<file path="src/rtl/errlog_pkg.sv">
package errlog_pkg;
  localparam int NDW     = 4;
  localparam int DWORD_W = 32;
  localparam int LOG_W   = NDW * DWORD_W;

  typedef struct packed {
    logic                           hdr_valid;
    logic                           pfx_flag;
    logic [NDW-1:0][DWORD_W-1:0]    hdr;
    logic [NDW-1:0][DWORD_W-1:0]    pfx;
  } rec_payload_t;

  function automatic logic [DWORD_W-1:0] byte_rev(input logic [DWORD_W-1:0] d);
    logic [DWORD_W-1:0] r;
    for (int b = 0; b < DWORD_W / 8; b++)
      r[8*b +: 8] = d[DWORD_W - 8*(b+1) +: 8];
    return r;
  endfunction
endpackage

</file>
<file path="src/rtl/errlog_onehot_idx.sv">
module errlog_onehot_idx #(
  parameter int W = 32,
  localparam int IW = (W < 2) ? 1 : $clog2(W)
) (
  input  logic [W-1:0]  vec,
  output logic          is_onehot,
  output logic [IW-1:0] idx
);
  always_comb begin
    idx = '0;
    for (int i = 0; i < W; i++)
      if (vec[i]) idx = idx | IW'(i);
  end

  assign is_onehot = (vec != '0) && ((vec & (vec - W'(1))) == '0);
endmodule

</file>
<file path="src/rtl/errlog_fifo.sv">
module errlog_fifo #(
  parameter int DEPTH = 4,
  parameter int SW    = 32,
  parameter int PW    = 258,
  localparam int CNT_W = (DEPTH < 1) ? 1 : $clog2(DEPTH + 1)
) (
  input  logic             clk,
  input  logic             rst_n,
  input  logic             push,
  input  logic             pop,
  input  logic             flush,
  input  logic [SW-1:0]    din_st,
  input  logic [PW-1:0]    din_pl,
  output logic [SW-1:0]    head_st,
  output logic [PW-1:0]    head_pl,
  output logic [SW-1:0]    st_or,
  output logic [CNT_W-1:0] count,
  output logic             empty,
  output logic             full
);
  generate
    if (DEPTH == 0) begin : g_none
      logic unused_inputs;
      assign unused_inputs = ^{clk, rst_n, push, pop, flush, din_st, din_pl};
      assign head_st = '0;
      assign head_pl = '0;
      assign st_or   = '0;
      assign count   = '0;
      assign empty   = 1'b1;
      assign full    = 1'b1;
    end else begin : g_queue
      logic [SW-1:0]    st_q [DEPTH];
      logic [PW-1:0]    pl_q [DEPTH];
      logic [CNT_W-1:0] cnt_q;

      always_ff @(posedge clk) begin
        if (!rst_n)     cnt_q <= '0;
        else if (flush) cnt_q <= '0;
        else if (push)  cnt_q <= cnt_q + CNT_W'(1);
        else if (pop)   cnt_q <= cnt_q - CNT_W'(1);
      end

      // slot 0 is the oldest entry; a pop shifts every slot down by one
      for (genvar k = 0; k < DEPTH; k++) begin : g_slot
        always_ff @(posedge clk) begin
          if (pop) begin
            if (k < DEPTH - 1) begin
              st_q[k] <= st_q[(k < DEPTH - 1) ? k + 1 : k];
              pl_q[k] <= pl_q[(k < DEPTH - 1) ? k + 1 : k];
            end
          end else if (push && cnt_q == CNT_W'(k)) begin
            st_q[k] <= din_st;
            pl_q[k] <= din_pl;
          end
        end
      end

      always_comb begin
        st_or = '0;
        for (int k = 0; k < DEPTH; k++)
          if (CNT_W'(k) < cnt_q) st_or = st_or | st_q[k];
      end

      assign head_st = st_q[0];
      assign head_pl = pl_q[0];
      assign count   = cnt_q;
      assign empty   = (cnt_q == '0);
      assign full    = (cnt_q == CNT_W'(DEPTH));


      push_room_chk: assert property (@(posedge clk) disable iff (!rst_n)
        full |=> (cnt_q <= CNT_W'(DEPTH)));

      pop_drop_chk: assert property (@(posedge clk) disable iff (!rst_n)
        (pop && !push && !flush) |=> (cnt_q == $past(cnt_q) - CNT_W'(1)));
    end
  endgenerate
endmodule

</file>
<file path="src/rtl/errlog_live.sv">
module errlog_live
  import errlog_pkg::*;
#(
  parameter int IW = 5
) (
  input  logic         clk,
  input  logic         rst_n,
  input  logic         load,
  input  logic         wipe,
  input  logic [IW-1:0] ld_idx,
  input  rec_payload_t ld_pl,
  input  logic         pfx_supported,
  output logic [IW-1:0] ptr,
  output logic [LOG_W-1:0] hdr_log,
  output logic [LOG_W-1:0] pfx_log,
  output logic         pfx_present
);
  logic [LOG_W-1:0] hdr_rev, pfx_rev;

  for (genvar i = 0; i < NDW; i++) begin : g_dw
    assign hdr_rev[DWORD_W*i +: DWORD_W] = byte_rev(ld_pl.hdr[i]);
    assign pfx_rev[DWORD_W*i +: DWORD_W] = byte_rev(ld_pl.pfx[i]);
  end

  logic keep_pfx;
  assign keep_pfx = ld_pl.pfx_flag && pfx_supported;

  always_ff @(posedge clk) begin
    if (!rst_n) begin
      ptr <= '0; hdr_log <= '0; pfx_log <= '0; pfx_present <= 1'b0;
    end else if (load) begin
      ptr         <= ld_idx;
      hdr_log     <= ld_pl.hdr_valid ? hdr_rev : '0;
      pfx_log     <= keep_pfx ? pfx_rev : '0;
      pfx_present <= keep_pfx;
    end else if (wipe) begin
      ptr <= '0; hdr_log <= '0; pfx_log <= '0; pfx_present <= 1'b0;
    end
  end


  prefix_zero_chk: assert property (@(posedge clk) disable iff (!rst_n)
    !pfx_present |-> (pfx_log == '0));

  wipe_clear_chk: assert property (@(posedge clk) disable iff (!rst_n)
    (wipe && !load) |=> (ptr == '0 && !pfx_present && hdr_log == '0));
endmodule

</file>
<file path="src/rtl/errlog_queue.sv">
module errlog_queue
  import errlog_pkg::*;
#(
  parameter int STAT_W = 32,
  parameter int DEPTH  = 4,
  localparam int IW    = (STAT_W < 2) ? 1 : $clog2(STAT_W),
  localparam int CNT_W = (DEPTH < 1) ? 1 : $clog2(DEPTH + 1)
) (
  input  logic              clk,
  input  logic              rst_n,
  input  logic              rec_valid,
  output logic              rec_ready,
  input  logic [STAT_W-1:0] rec_status,
  input  logic              rec_hdr_valid,
  input  logic              rec_pfx_flag,
  input  logic [LOG_W-1:0]  rec_hdr,
  input  logic [LOG_W-1:0]  rec_pfx,
  input  logic              clr_valid,
  input  logic [STAT_W-1:0] clr_mask,
  input  logic              multi_en,
  input  logic              pfx_supported,
  output logic              multi_capable,
  output logic              multi_active,
  output logic [IW-1:0]     first_ptr,
  output logic [LOG_W-1:0]  hdr_log,
  output logic [LOG_W-1:0]  pfx_log,
  output logic              pfx_present,
  output logic [STAT_W-1:0] unc_status,
  output logic [CNT_W-1:0]  q_count,
  output logic              ovf_err
);
  localparam int  PW      = $bits(rec_payload_t);
  localparam bit  CAPABLE = (DEPTH > 0);

  rec_payload_t      rec_pl, head_pl, ld_pl;
  logic [PW-1:0]     head_vec;
  logic [STAT_W-1:0] head_st, q_or, st_after, st_nxt;
  logic              rec_ok, head_ok_unused, q_empty, q_full;
  logic [IW-1:0]     rec_idx, head_idx, ld_idx;
  logic              act, cur_bit, bit_after, rec_fire;
  logic              push, pop, flush, ld, ld_from_q, wipe, ovf;

  always_comb begin
    rec_pl.hdr_valid = rec_hdr_valid;
    rec_pl.pfx_flag  = rec_pfx_flag;
    rec_pl.hdr       = rec_hdr;
    rec_pl.pfx       = rec_pfx;
  end
  assign head_pl = head_vec;

  errlog_onehot_idx #(.W(STAT_W)) u_rec_idx (
    .vec(rec_status), .is_onehot(rec_ok), .idx(rec_idx));
  errlog_onehot_idx #(.W(STAT_W)) u_head_idx (
    .vec(head_st), .is_onehot(head_ok_unused), .idx(head_idx));

  errlog_fifo #(.DEPTH(DEPTH), .SW(STAT_W), .PW(PW)) u_fifo (
    .clk(clk), .rst_n(rst_n), .push(push), .pop(pop), .flush(flush),
    .din_st(rec_status), .din_pl(rec_pl), .head_st(head_st), .head_pl(head_vec),
    .st_or(q_or), .count(q_count), .empty(q_empty), .full(q_full));

  assign multi_capable = CAPABLE;
  assign act           = multi_en && CAPABLE;
  assign multi_active  = act;
  assign rec_ready     = !clr_valid;
  assign rec_fire      = rec_valid && !clr_valid && rec_ok;
  assign cur_bit       = unc_status[first_ptr];
  assign st_after      = unc_status & ~clr_mask;
  assign bit_after     = st_after[first_ptr];

  always_comb begin
    st_nxt = unc_status; push = 1'b0; pop = 1'b0; flush = 1'b0;
    ld = 1'b0; ld_from_q = 1'b0; wipe = 1'b0; ovf = 1'b0;
    if (rec_fire) begin
      st_nxt = unc_status | rec_status;
      if (act && cur_bit) begin
        if (q_full) ovf  = 1'b1;
        else        push = 1'b1;
      end else begin
        ld = 1'b1;
      end
    end else if (clr_valid) begin
      st_nxt = st_after;
      if (!bit_after) begin
        if (act && !q_empty) begin
          st_nxt = st_after | q_or;
          pop = 1'b1; ld = 1'b1; ld_from_q = 1'b1;
        end else begin
          wipe = 1'b1;
        end
      end else if (act) begin
        st_nxt = st_after | q_or;
      end else begin
        flush = 1'b1;
      end
    end
  end

  assign ld_idx = ld_from_q ? head_idx : rec_idx;
  assign ld_pl  = ld_from_q ? head_pl  : rec_pl;

  errlog_live #(.IW(IW)) u_live (
    .clk(clk), .rst_n(rst_n), .load(ld), .wipe(wipe), .ld_idx(ld_idx),
    .ld_pl(ld_pl), .pfx_supported(pfx_supported), .ptr(first_ptr),
    .hdr_log(hdr_log), .pfx_log(pfx_log), .pfx_present(pfx_present));

  always_ff @(posedge clk) begin
    if (!rst_n) begin
      unc_status <= '0;
      ovf_err    <= 1'b0;
    end else begin
      unc_status <= st_nxt;
      ovf_err    <= ovf;
    end
  end


  status_sticky_chk: assert property (@(posedge clk) disable iff (!rst_n)
    !clr_valid |=> ((unc_status & $past(unc_status)) == $past(unc_status)));

  ovf_full_chk: assert property (@(posedge clk) disable iff (!rst_n)
    ovf_err |-> ($past(q_full) && $past(rec_valid)));

  onehot_gate_chk: assert property (@(posedge clk) disable iff (!rst_n)
    (rec_valid && !rec_ok && !clr_valid) |=> (unc_status == $past(unc_status)));

  flush_chk: assert property (@(posedge clk) disable iff (!rst_n)
    (clr_valid && bit_after && !act) |=> (q_count == '0));
endmodule

</file>
<file path="config.mk">
export PLATFORM = sky130hd
export DESIGN_NAME = errlog_queue
export DESIGN_NICKNAME = d
export VERILOG_FILES = /design/src/rtl/errlog_pkg.sv /design/src/rtl/errlog_onehot_idx.sv /design/src/rtl/errlog_fifo.sv /design/src/rtl/errlog_live.sv /design/src/rtl/errlog_queue.sv
export SDC_FILE = /design/constraint.sdc
export NUM_CORES = 2
export LEC_CHECK = 0
export CAP_MARGIN = 25
export CORE_ASPECT_RATIO = 0.7
export CORE_MARGIN = 2
export CORE_UTILIZATION = 51
export DETAILED_ROUTE_END_ITERATION = 8
export PLACE_DENSITY_LB_ADDON = 0.05
export SYNTH_ARGS = -nofsm -noshare
export SYNTH_HDL_FRONTEND = slang
export SYNTH_SLANG_ARGS = --single-unit
</file>
<file path="constraint.sdc">
create_clock -name clk -period 28.8 [get_ports clk]
set_input_delay 5.76 -clock clk [delete_from_list [all_inputs] [get_ports clk]]
set_output_delay 5.76 -clock clk [all_outputs]
set_load 0.05 [all_outputs]
</file>
==> results.py <==
metrics = {
    "critical_path": {
        "crit_path_start_kind": "primary input",
        "crit_top_cell": "clkdlybuf4s50_1",
        "worstReg2RegStart": "u_live.ptr[0]",
        "cp-end-kind": "output port",
        "cp_max_fo": 35,
        "cp-startpoint": "clr_valid",
        "slowest_delay_ns": 0.72,
        "crit_required_ns": 23.04,
        "slowest_stage": "clkdlybuf4s50_1",
        "worst_ep_arrival_time_ns": 7.44,
        "crit_type": "in -> out",
        "path_cells": "clkdlybuf4s50_1 > buf_4 > inv_1 > clkdlybuf4s50_1",
    },
    "power": {
        "power.density_nw_per_um2": 58.5,
        "p_sw_w": 0.000885,
        "p_seq_frac": 0.533,
        "p_comb_frac": 0.028,
        "swShare": 0.210,
        "vdd_ir_drop_max_mv": 0.0530,
        "p_leak_nw": 25.3,
        "clockPowerShare": 0.439,
        "power_w": 0.00422,
        "internal_power_w": 0.00333,
    },
    "route": {
        "maxUsedRoutingLayer": "met5",
        "antenna_left": 0,
        "drtIter0Drc": 2546,
        "drt-met1-wl_mm": 69.0,
        "num_vias": 34300,
        "drc": 0,
        "drt_pass1_iterations": 5,
        "wire_per_inst_um": 26.1,
        "met3_length_mm": 9.17,
        "wirelength_mm": 153,
        "drt-vias-per-instance": 5.85,
        "wl_met2_mm": 69.9,
    },
    "synth": {
        "synth_xor_xnor_area_share": 0,
        "synthArstFlopShare": 0,
        "synth-compound-area-share": 0.0630,
        "synth_ff_type": "edfxtp_1",
        "synth_fp_nets": 3927,
        "synth-simple-area-share": 0.0229,
        "ys_types": 72,
        "avgSynthCellArea_sq_um": 16.6,
        "synth_edf_count": 1160,
        "yosysWarnings": 0,
        "synth_top_family_by_area": "multiplexers",
        "ys_ff_latch": 1458,
        "synthAdderAreaFrac": 0.00155,
        "synth_cells": 3594,
        "synth_mux_area_frac": 0.211,
        "synthesis.area_sq_um": 59700,
        "seq_area_frac_synth": 0.683,
    },
    "clock_tree": {
        "holdBufCountCts": 0,
        "path_clk_slew_ns": 0.06,
        "cts_setup_buffers": 0,
        "cts_sinks": 1458,
        "cts_root_buffer": "clkbuf_16",
        "h-tree-depth": 4,
        "cts_resized": 0,
        "clkLatencyLatePin_ns": 0.77,
        "clock_path_buffers": 3,
        "numCtsBuffers": 141,
        "cts_tree": "yes",
    },
    "floorplan": {
        "initial_core_util": 0.512,
        "dieArea_sq_um": 120000,
        "core_sq_um": 117000,
        "die_h_um": 290,
        "rows": 105,
        "dieWidth_um": 413,
        "io_pins": 629,
    },
    "grt": {
        "grt_overflow_total": 0,
        "antenna_found_initial": 32,
        "grt_max_degree": 152,
        "grt_pass1_wl_mm": 227,
        "track_usage": 0.251,
        "grt_pass1_vias": 33600,
    },
    "layout": {
        "nets": 4512,
        "drive_gt1_frac": 0.270,
        "syn2layout_area_growth_pct": 20.7,
        "nFillCells": 8861,
    },
    "outcome": {
        "status": "completed",
    },
    "min_path": {
        "hp-class": "reg -> reg",
        "hold_start": "u_live.hdr_log[74]",
    },
    "timing": {
        "drv_slew": 0,
        "max_freq_mhz": 75.8,
        "maxSlewHeadroom": 0.241,
        "setup_viol": 0,
        "finClkSkew_ns": 0.0246,
        "period_minus_slack_ns": 13.20,
        "worst_pin_slew_ns": 1.14,
        "finalHoldViolations": 0,
        "min_period_over_period": 0.458,
        "fin_tns_setup_ns": 0,
        "rsz0062_at_grt": "no",
    },
    "placed_design": {
        "hpwlAfterDp_mm": 93.2,
        "place.port_buffers": 627,
        "gp_congestion": 0.921,
    },
    "run": {
        "maxCapViolCount": 0,
    },
}
[placed cells by master, fill, tap and decap left out, types with 5 or more instances in the layout]
cell	netlist	final
clkbuf_16	0	141
or4_1	10	10
nand4_1	9	9
clkdlybuf4s50_1	0	627
mux4_2	10	10
clkbuf_8	0	21
nor2_1	50	50
clkinv_2	0	11
o21ai_0	21	20
mux2i_1	259	259
mux2_2	867	867
nand2b_1	6	6
diode_2	0	13
o22ai_1	22	22
clkinv_1	0	10
nor3_1	16	14
o41ai_1	5	5
nor2b_1	11	11
o2bb2ai_1	256	256
a22oi_1	21	21
a221oi_1	24	24
dfxtp_1	298	298
o31ai_1	13	13
and3_1	5	5
a21oi_1	66	66
inv_1	9	9
ha_1	5	5
nand2_1	82	76
edfxtp_1	1160	1160
clkbuf_1	90	50
buf_12	0	5
nor3b_1	9	9
bufinv_16	0	6
inv_6	0	5
nor4_1	16	16
buf_4	3	48
o211ai_1	6	6
nand3_1	16	16
[area by class of cell]
cell class | instances | area [sq um] | share of cell area
clock buffers | 212 | 4010 | 0.0555
repair buffers | 683 | 6820 | 0.0946
clock inverters | 50 | 611 | 0.00847
diodes | 13 | 32.5 | 0.000451
well taps | 1551 | 1940 | 0.0269
flip-flops and latches | 1458 | 40800 | 0.566
multi-input cells | 1885 | 17900 | 0.248
inverters | 10 | 37.5 | 0.000520
[metrics by stage]
stage	cell area, sq um	cells	setup slack (ns)	utilization	hold slack (ns)
after floorplan	59700	3594	8.75	-	0.484
after global placement	67400	5584	15.64	0.578	0.444
after detailed placement	67400	5584	15.64	0.578	0.446
after CTS	72000	5846	15.63	0.617	0.464
after global routing	72100	5861	15.59	0.618	0.476
final	72100	5862	15.60	0.618	0.458
[synthesized netlist by cell type, types with 13 or more instances]
cell / number / share of area
nand3_1: 16 / 0.0013
o22ai_1: 22 / 0.0023
dfxtp_1: 298 / 0.10
o21ai_0: 21 / 0.0018
a22oi_1: 21 / 0.0026
o31ai_1: 13 / 0.0016
nand2_1: 82 / 0.0052
buf_1: 17 / 0.0011
buf_2: 130 / 0.011
nor4_1: 16 / 0.0017
mux2_2: 867 / 0.16
mux2i_1: 259 / 0.043
nor2_1: 50 / 0.0031
edfxtp_1: 1160 / 0.58
o2bb2ai_1: 256 / 0.038
clkbuf_1: 90 / 0.0057
a21oi_1: 66 / 0.0055
nor3_1: 16 / 0.0013
a221oi_1: 24 / 0.0035
[critical path: cells and delay by family]
kind                   cells  cell delay (ns)
buffers and inverters      4             1.66
[power by group through the flow]
stage / clock [W] / combinational [W] / sequential, W
after global placement: 0 / 0.000115 / 0.00229
after CTS: 0.00189 / 0.000116 / 0.00225
after global routing: 0.00198 / 0.000125 / 0.00225
after detailed placement: 0 / 0.000115 / 0.00229
after floorplan: 0 / 0.0000301 / 0.00229
final: 0.00185 / 0.000116 / 0.00225
[layer usage]
| layer | GRT usage | vias up |
|---|---|---|
| li1 | - | 15500 |
| met1 | 0.361 | 17600 |
| met2 | 0.378 | 950 |
| met3 | 0.0525 | 246 |
| met4 | 0.0865 | 30 |
| met5 | 0 | - |
[cell families (layout without fill, tap and decap cells)]
kind of cell	after synthesis	in the layout
fa+ha+maj	8	8
mux	1136	1136
buf+inv	251	955
simple gates	262	262
other cells	1	14
flops	1458	1458
compound gates	478	478
[final timing paths]
path / end / depth (start not counted) / slack (ns)
max: rec_ready / 4 / 15.60
max reg2reg: u_fifo.g_queue.pl_q[1][136] / 11 / 22.67
min reg2reg: u_live.hdr_log[74] / 1 / 0.46
min: u_live.hdr_log[74] / 1 / 0.46
[state kept, by name, indices dropped and copies added (netlist names)]
| signal | cells |
|---|---|
| unc_status | 32 |
| u_fifo.count | 3 |
| u_fifo.g_queue.pl_q | 1032 |
| ovf_err | 1 |
| u_fifo.g_queue.st_q | 128 |
| u_live.pfx_log | 128 |
| u_live.ptr | 5 |
| u_live.hdr_log | 128 |
| u_live.pfx_present | 1 |
(Power assumes the default switching activity.)
